File: config.mk
export PLATFORM = sky130hd
export DESIGN_NAME = simm_exec
export DESIGN_NICKNAME = d
export VERILOG_FILES = /design/src/rtl/simm_pkg.sv /design/src/rtl/simm_decode.sv /design/src/rtl/simm_regfile.sv /design/src/rtl/simm_core.sv /design/src/rtl/simm_exec.sv
export SDC_FILE = /design/constraint.sdc
export NUM_CORES = 2
export LEC_CHECK = 0
export BUFFER_PORTS_ARGS = -buffer_cell sky130_fd_sc_hd__clkbuf_2
export CAP_MARGIN = 20
export CORE_ASPECT_RATIO = 1.4
export CORE_MARGIN = 2
export CORE_UTILIZATION = 60
export DETAILED_ROUTE_END_ITERATION = 10
export PLACE_DENSITY_LB_ADDON = 0.15
export SLEW_MARGIN = 20
export SYNTH_ARGS = -nofsm -noshare
export SYNTH_HDL_FRONTEND = slang
export SYNTH_SLANG_ARGS = --single-unit
File: constraint.sdc
create_clock -name clk -period 7.74 [get_ports clk]
set_input_delay 0.387 -clock clk [delete_from_list [all_inputs] [get_ports clk]]
set_output_delay 0.387 -clock clk [all_outputs]
set_load 0.005 [all_outputs]
File: src/rtl/simm_pkg.sv
package simm_pkg;
  localparam int XLEN = 32;
  localparam int IMMW = 4;
  localparam int IDXW = 4;
  localparam int NREG = 1 << IDXW;

  typedef enum logic [3:0] {
    K_NONE, K_ADD, K_ADD_TO15, K_ADD_FROM15, K_ADDA, K_CADD, K_CADDN,
    K_CMOV, K_CMOVN, K_EQ, K_LT, K_MOV, K_MOVA, K_SH, K_SHA
  } kind_e;

  function automatic logic [XLEN-1:0] sext_imm(input logic [IMMW-1:0] v);
    return {{(XLEN-IMMW){v[IMMW-1]}}, v};
  endfunction

  function automatic logic [XLEN-1:0] zext_imm(input logic [IMMW-1:0] v);
    return {{(XLEN-IMMW){1'b0}}, v};
  endfunction

  // signed count: >=0 left, <0 right by magnitude; arith picks fill bit
  function automatic logic [XLEN-1:0] shift_by(input logic [XLEN-1:0] x,
                                               input logic [IMMW-1:0] cnt,
                                               input logic arith);
    logic [IMMW-1:0] mag;
    if (!cnt[IMMW-1]) return x << cnt;
    mag = ~cnt + 1'b1;
    if (arith) return XLEN'($signed(x) >>> mag);
    return x >> mag;
  endfunction
endpackage

File: src/rtl/simm_decode.sv
module simm_decode
  import simm_pkg::*;
#(
  parameter logic [7:0] OP_ADD       = 8'h10,
  parameter logic [7:0] OP_ADD_TO15  = 8'h11,
  parameter logic [7:0] OP_ADD_FROM15 = 8'h12,
  parameter logic [7:0] OP_ADDA      = 8'h13,
  parameter logic [7:0] OP_CADD      = 8'h14,
  parameter logic [7:0] OP_CADDN     = 8'h15,
  parameter logic [7:0] OP_CMOV      = 8'h16,
  parameter logic [7:0] OP_CMOVN     = 8'h17,
  parameter logic [7:0] OP_EQ        = 8'h18,
  parameter logic [7:0] OP_LT        = 8'h19,
  parameter logic [7:0] OP_MOV       = 8'h1A,
  parameter logic [7:0] OP_MOVA      = 8'h1B,
  parameter logic [7:0] OP_SH        = 8'h1C,
  parameter logic [7:0] OP_SHA       = 8'h1D
) (
  input  logic [7:0] opcode_i,
  output kind_e      kind_o
);
  always_comb begin
    kind_o = K_NONE;
    if      (opcode_i == OP_ADD)        kind_o = K_ADD;
    else if (opcode_i == OP_ADD_TO15)   kind_o = K_ADD_TO15;
    else if (opcode_i == OP_ADD_FROM15) kind_o = K_ADD_FROM15;
    else if (opcode_i == OP_ADDA)       kind_o = K_ADDA;
    else if (opcode_i == OP_CADD)       kind_o = K_CADD;
    else if (opcode_i == OP_CADDN)      kind_o = K_CADDN;
    else if (opcode_i == OP_CMOV)       kind_o = K_CMOV;
    else if (opcode_i == OP_CMOVN)      kind_o = K_CMOVN;
    else if (opcode_i == OP_EQ)         kind_o = K_EQ;
    else if (opcode_i == OP_LT)         kind_o = K_LT;
    else if (opcode_i == OP_MOV)        kind_o = K_MOV;
    else if (opcode_i == OP_MOVA)       kind_o = K_MOVA;
    else if (opcode_i == OP_SH)         kind_o = K_SH;
    else if (opcode_i == OP_SHA)        kind_o = K_SHA;
  end
endmodule

File: src/rtl/simm_regfile.sv
module simm_regfile #(
  parameter int NREG = 16,
  parameter int XLEN = 32,
  parameter int NRD  = 2,
  localparam int IW  = $clog2(NREG)
) (
  input  logic                     clk,
  input  logic                     rst_n,
  input  logic                     we_i,
  input  logic [IW-1:0]            widx_i,
  input  logic [XLEN-1:0]          wdata_i,
  input  logic [NRD-1:0][IW-1:0]   rd_idx_i,
  output logic [NRD-1:0][XLEN-1:0] rd_data_o
);
  logic [XLEN-1:0] mem [NREG];

  always_ff @(posedge clk) begin
    if (!rst_n) begin
      for (int i = 0; i < NREG; i++) mem[i] <= '0;
    end else if (we_i) begin
      mem[widx_i] <= wdata_i;
    end
  end

  for (genvar g = 0; g < NRD; g++) begin : g_rd
    assign rd_data_o[g] = mem[rd_idx_i[g]];
  end
endmodule

File: src/rtl/simm_core.sv
module simm_core
  import simm_pkg::*;
#(
  parameter bit MOVA_SEXT = 1'b1
) (
  input  logic            valid_i,
  input  kind_e           kind_i,
  input  logic [IDXW-1:0] ridx_i,
  input  logic [IMMW-1:0] imm_i,
  input  logic [XLEN-1:0] d_r_i,
  input  logic [XLEN-1:0] d15_i,
  input  logic [XLEN-1:0] a_r_i,
  output logic            d_we_o,
  output logic [IDXW-1:0] d_widx_o,
  output logic [XLEN-1:0] d_wdata_o,
  output logic            a_we_o,
  output logic [XLEN-1:0] a_wdata_o,
  output logic            cmp_o
);
  localparam logic [IDXW-1:0] IDX15 = IDXW'(NREG - 1);

  logic [XLEN-1:0] imm_s;
  logic            d15_nz;
  logic            want_d, want_a;

  assign imm_s  = sext_imm(imm_i);
  assign d15_nz = |d15_i;

  always_comb begin
    want_d    = 1'b0;
    want_a    = 1'b0;
    d_widx_o  = ridx_i;
    d_wdata_o = '0;
    a_wdata_o = '0;
    cmp_o     = 1'b0;
    case (kind_i)
      K_ADD:        begin want_d = 1'b1; d_wdata_o = d_r_i + imm_s; end
      K_ADD_TO15:   begin want_d = 1'b1; d_widx_o = IDX15; d_wdata_o = d_r_i + imm_s; end
      K_ADD_FROM15: begin want_d = 1'b1; d_wdata_o = d15_i + imm_s; end
      K_ADDA:       begin want_a = 1'b1; a_wdata_o = a_r_i + imm_s; end
      K_CADD:       begin want_d = d15_nz;  d_wdata_o = d_r_i + imm_s; end
      K_CADDN:      begin want_d = !d15_nz; d_wdata_o = d_r_i + imm_s; end
      K_CMOV:       begin want_d = !d15_nz; d_wdata_o = imm_s; end
      K_CMOVN:      begin want_d = d15_nz;  d_wdata_o = imm_s; end
      K_EQ: begin
        want_d = 1'b1; cmp_o = 1'b1; d_widx_o = IDX15;
        d_wdata_o = XLEN'(d_r_i == imm_s);
      end
      K_LT: begin
        want_d = 1'b1; cmp_o = 1'b1; d_widx_o = IDX15;
        d_wdata_o = XLEN'($signed(d_r_i) < $signed(imm_s));
      end
      K_MOV:  begin want_d = 1'b1; d_wdata_o = imm_s; end
      K_MOVA: begin
        want_a = 1'b1;
        a_wdata_o = MOVA_SEXT ? imm_s : zext_imm(imm_i);
      end
      K_SH:   begin want_d = 1'b1; d_wdata_o = shift_by(d_r_i, imm_i, 1'b0); end
      K_SHA:  begin want_d = 1'b1; d_wdata_o = shift_by(d_r_i, imm_i, 1'b1); end
      default: ;
    endcase
  end

  assign d_we_o = valid_i && want_d;
  assign a_we_o = valid_i && want_a;
endmodule

File: src/rtl/simm_exec.sv
module simm_exec
  import simm_pkg::*;
#(
  parameter bit MOVA_SEXT = 1'b1
) (
  input  logic        clk,
  input  logic        rst_n,
  input  logic        valid_i,
  input  logic [15:0] instr_i,
  output logic        illegal_o,
  input  logic        dbg_file_i,
  input  logic [3:0]  dbg_idx_i,
  output logic [31:0] dbg_data_o
);
  localparam logic [IDXW-1:0] IDX15 = IDXW'(NREG - 1);

  kind_e                     kind;
  logic [IDXW-1:0]           ridx;
  logic [IMMW-1:0]           imm;
  logic [2:0][XLEN-1:0]      d_rd;
  logic [1:0][XLEN-1:0]      a_rd;
  logic [XLEN-1:0]           d_r_q, d15_q, a_r_q;
  logic                      d_we, a_we, cmp_op;
  logic [IDXW-1:0]           d_widx;
  logic [XLEN-1:0]           d_wdata, a_wdata;

  assign ridx = instr_i[11:8];
  assign imm  = instr_i[15:12];

  simm_decode u_dec (.opcode_i(instr_i[7:0]), .kind_o(kind));

  simm_regfile #(.NREG(NREG), .XLEN(XLEN), .NRD(3)) u_dfile (
    .clk(clk), .rst_n(rst_n), .we_i(d_we), .widx_i(d_widx), .wdata_i(d_wdata),
    .rd_idx_i({dbg_idx_i, IDX15, ridx}), .rd_data_o(d_rd)
  );

  simm_regfile #(.NREG(NREG), .XLEN(XLEN), .NRD(2)) u_afile (
    .clk(clk), .rst_n(rst_n), .we_i(a_we), .widx_i(ridx), .wdata_i(a_wdata),
    .rd_idx_i({dbg_idx_i, ridx}), .rd_data_o(a_rd)
  );

  assign d_r_q = d_rd[0];
  assign d15_q = d_rd[1];
  assign a_r_q = a_rd[0];

  simm_core #(.MOVA_SEXT(MOVA_SEXT)) u_core (
    .valid_i(valid_i), .kind_i(kind), .ridx_i(ridx), .imm_i(imm),
    .d_r_i(d_r_q), .d15_i(d15_q), .a_r_i(a_r_q),
    .d_we_o(d_we), .d_widx_o(d_widx), .d_wdata_o(d_wdata),
    .a_we_o(a_we), .a_wdata_o(a_wdata), .cmp_o(cmp_op)
  );

  assign illegal_o  = valid_i && (kind == K_NONE);
  assign dbg_data_o = dbg_file_i ? a_rd[1] : d_rd[2];
endmodule

==> metrics.md <==
| Metric | Value |
|---|---|
| Core area | 104,000 sq um |
| HP Class | input port to flip-flop |
| Vias per inst | 7.53 |
| VDD IR max | 0.000216 V |
| Hpwl dp | 146,000 um |
| Total CTS buffers | 101 |
| Most common cell after layout, fill and taps aside | nor2_1 |
| Share of cells above drive strength 1 | 23.8% |
| Fin cells | 6,290 |
| Most frequent cells in the layout | nor2_1 (1,102), edfxtp_1 (1,024), mux4_2 (544) |
| Fin crit share | 77.3% |
| Worst slew pin tran | 1260 ps |
| Largest net degree at the start of global routing | 141 |
| Worst r2r src | u_dfile.mem[15][1]$_SDFFCE_PN0P_ |
| Slew Limit Headroom | 15.7% |
| Synth Instances | 4,962 |
| Die X | 277 um |
| #FFs+latches synth | 1,024 |
| TritonCTS Sinks | 1,024 |
| Critical Path Start Type | flip-flop |
| DIE AREA | 107,000 sq um |
| DRC violation total after the first TritonRoute iteration | 6,985 |
| Final net count | 4,983 |
| Post-Syn Nets | 5,090 |
| Sequential Power Share | 46.6% |
| Final Skew | 34.2 ps |
| Hold Fails Final Rpt | 0 |
| Antenna viol nets, final | 0 |
| Hold Path Origin | rst_n |
| Status | completed |
| Max Slew Vio Count | 0 |
| Critical Setup Path Class | flip-flop to flip-flop |
| Clk root buf | clkbuf_16 |
| Library cells used by synthesis | 110 |
| Post-Syn Area per Cell | 12.6 sq um |
| Setup TNS | 0 ps |
| TritonCTS clock tree | yes |
| Minimum clock period | 5980 ps |
| CTS hold repair buffers | 0 |
| Achievable Freq | 167 MHz |
| RePlAce Congestion | 1.05 |
| Pwr dens | 203 nW/um^2 |
| # fillers | 7,736 |
| Post-synth EDFFs | 1,024 |
| Starting Density | 60.4% |
| Power Internal | 10,000 uW |
| Layout area overhead | 7.91% |
| Clock latency on the worst-skew pair | 730 ps |
| Clk pwr share | 37.1% |
| Switch Pwr | 3680 uW |
| Die Y | 387 um |
| Switching Fraction | 26.8% |
| Via count | 47,400 |
| Clk slew on worst S/H paths | 60 ps |
| Fraction of registers with async set or reset after synthesis | 0% |
| Dpl cells | 6,101 |
| Crit path arrival time | 6420 ps |
| Total Routing Usage GR | 42.2% |
| Endpoint class of the critical path | flip-flop |
| Residual DRC count | 0 |
| Clk buf depth | 3 |
| Initial antenna violation count | 6 |
| Wirelength per Cell | 36.0 um |
| Final WL | 226,000 um |
| # Max-Cap Violations | 0 |
| RSZ-0062 raised after global routing | false |
| Post-synthesis sequential area ratio | 49.0% |
| GRT overflow | 0 |
| First-pass GRT wire length | 322,000 um |
| DRT Pass-1 Iters | 9 |
| Req. time, crit path | 8180 ps |
| H-Tree Depth | 3 |
| Port Buf Inserts | 56 |
| Crit path max fanout | 16 |
| LEAKAGE | 0.0231 uW |
| Setup Buffers After CTS | 0 |
| Count of final setup violators | 0 |
| Critical Path Source | u_dfile.mem[15][1]$_SDFFCE_PN0P_ |
| Rows | 140 |
| Post-CTS Resized | 0 |
| Post-Syn Area | 62,700 sq um |
| Synth Warn # | 0 |
| Logic pwr share | 16.3% |
| I/O pins | 57 |
| Top FF cell, synth | edfxtp_1 |
| Vias in the first global route | 47,500 |
==> through the flow <==
stage	setup WS [ps]	utilization, %	total power [uW]	hold WS [ps]	area, sq um
CTS	1890	65.1	13700	370	67700
finish	1760	65.2	13700	411	67700
global route	1620	65.2	14000	420	67700
detailed placement	1250	61.9	8660	1090	64300
floorplan	1620	-	7940	834	62700
global placement	1350	61.9	8630	1080	64300
==> synth_stat cells, drive strengths merged, types with 34 or more instances <==
cell type	count	area share, %
xnor2	34	0.47
a211oi	60	0.76
nand2	282	1.7
clkbuf	288	1.7
edfxtp	1024	49
o22ai	69	0.69
ha	102	2.0
a31oi	38	0.41
mux2	111	2.0
nor2	1115	6.8
mux2i	200	3.2
a21o	46	0.55
nand3	43	0.35
buf	154	1.7
nor3	56	0.46
mux4	545	20
o21ai	117	0.95
a22oi	59	0.74
a21oi	194	1.6
==> critical path, stage by stage, from the launching register on <==
cell and delay (ps):
edfxtp_1 540, mux4_2 510, mux2i_1 510, mux2_2 320, o21ai_0 160, fa_1 490
a211oi_1 390, o211ai_1 210, a41o_1 290, a211oi_1 790, nor4_1 220, o311a_1 410
a311oi_4 750, nor2_1 100
==> metal layers <==
layer / share of wire, % / track usage (%) / vias to the layer above
li1: - / - / 19000
met2: 48 / 68.3 / 3793
met5: 0.020 / 0 / -
met4: 8.0 / 28.9 / 6
met1: 32 / 50.9 / 23500
met3: 12 / 9.29 / 1010
==> cell type report <==
cell class,instances,area (sq um),share of cell area (%)
Sequential cell,1024,30700,45.4
Multi-Input combinational cell,3464,30000,44.4
Clock buffer,119,2640,3.90
Timing Repair Buffer,232,1740,2.58
Tap cell,1349,1690,2.49
Clock inverter,69,732,1.08
Inverter,32,120,0.177
Antenna cell,1,2.50,0.00370
==> sequential cells by signal (all words and copies together), names as in the netlist <==
name / cells
u_dfile.mem: 512
u_afile.mem: 512
==> kinds of logic after synthesis <==
logic type | share of synthesized area, %
simple gates | 11.3
flops | 49.0
mux | 24.7
compound gates | 8.53
buf+inv | 3.58
fa+ha+maj | 2.10
xor+xnor | 0.726
==> power groups by stage <==
stage / Clock (uW) / Sequential, uW / Combinational, uW
final: 5100 / 6390 / 2230
after global routing: 5300 / 6400 / 2320
after detailed placement: 0 / 6500 / 2170
after floorplan: 0 / 6450 / 1480
after CTS: 5100 / 6380 / 2180
after global placement: 0 / 6480 / 2150
==> worst paths after layout <==
kind | to | slack [ps] | depth (start not counted)
max reg2reg | u_dfile.mem[6][30]$_SDFFCE_PN0P_ | 1760 | 13
max | u_dfile.mem[6][30]$_SDFFCE_PN0P_ | 1760 | 13
min | u_dfile.mem[13][14]$_SDFFCE_PN0P_ | 410 | 3
min reg2reg | u_afile.mem[0][0]$_SDFFCE_PN0P_ | 1380 | 6
(Power assumes the default switching activity.)
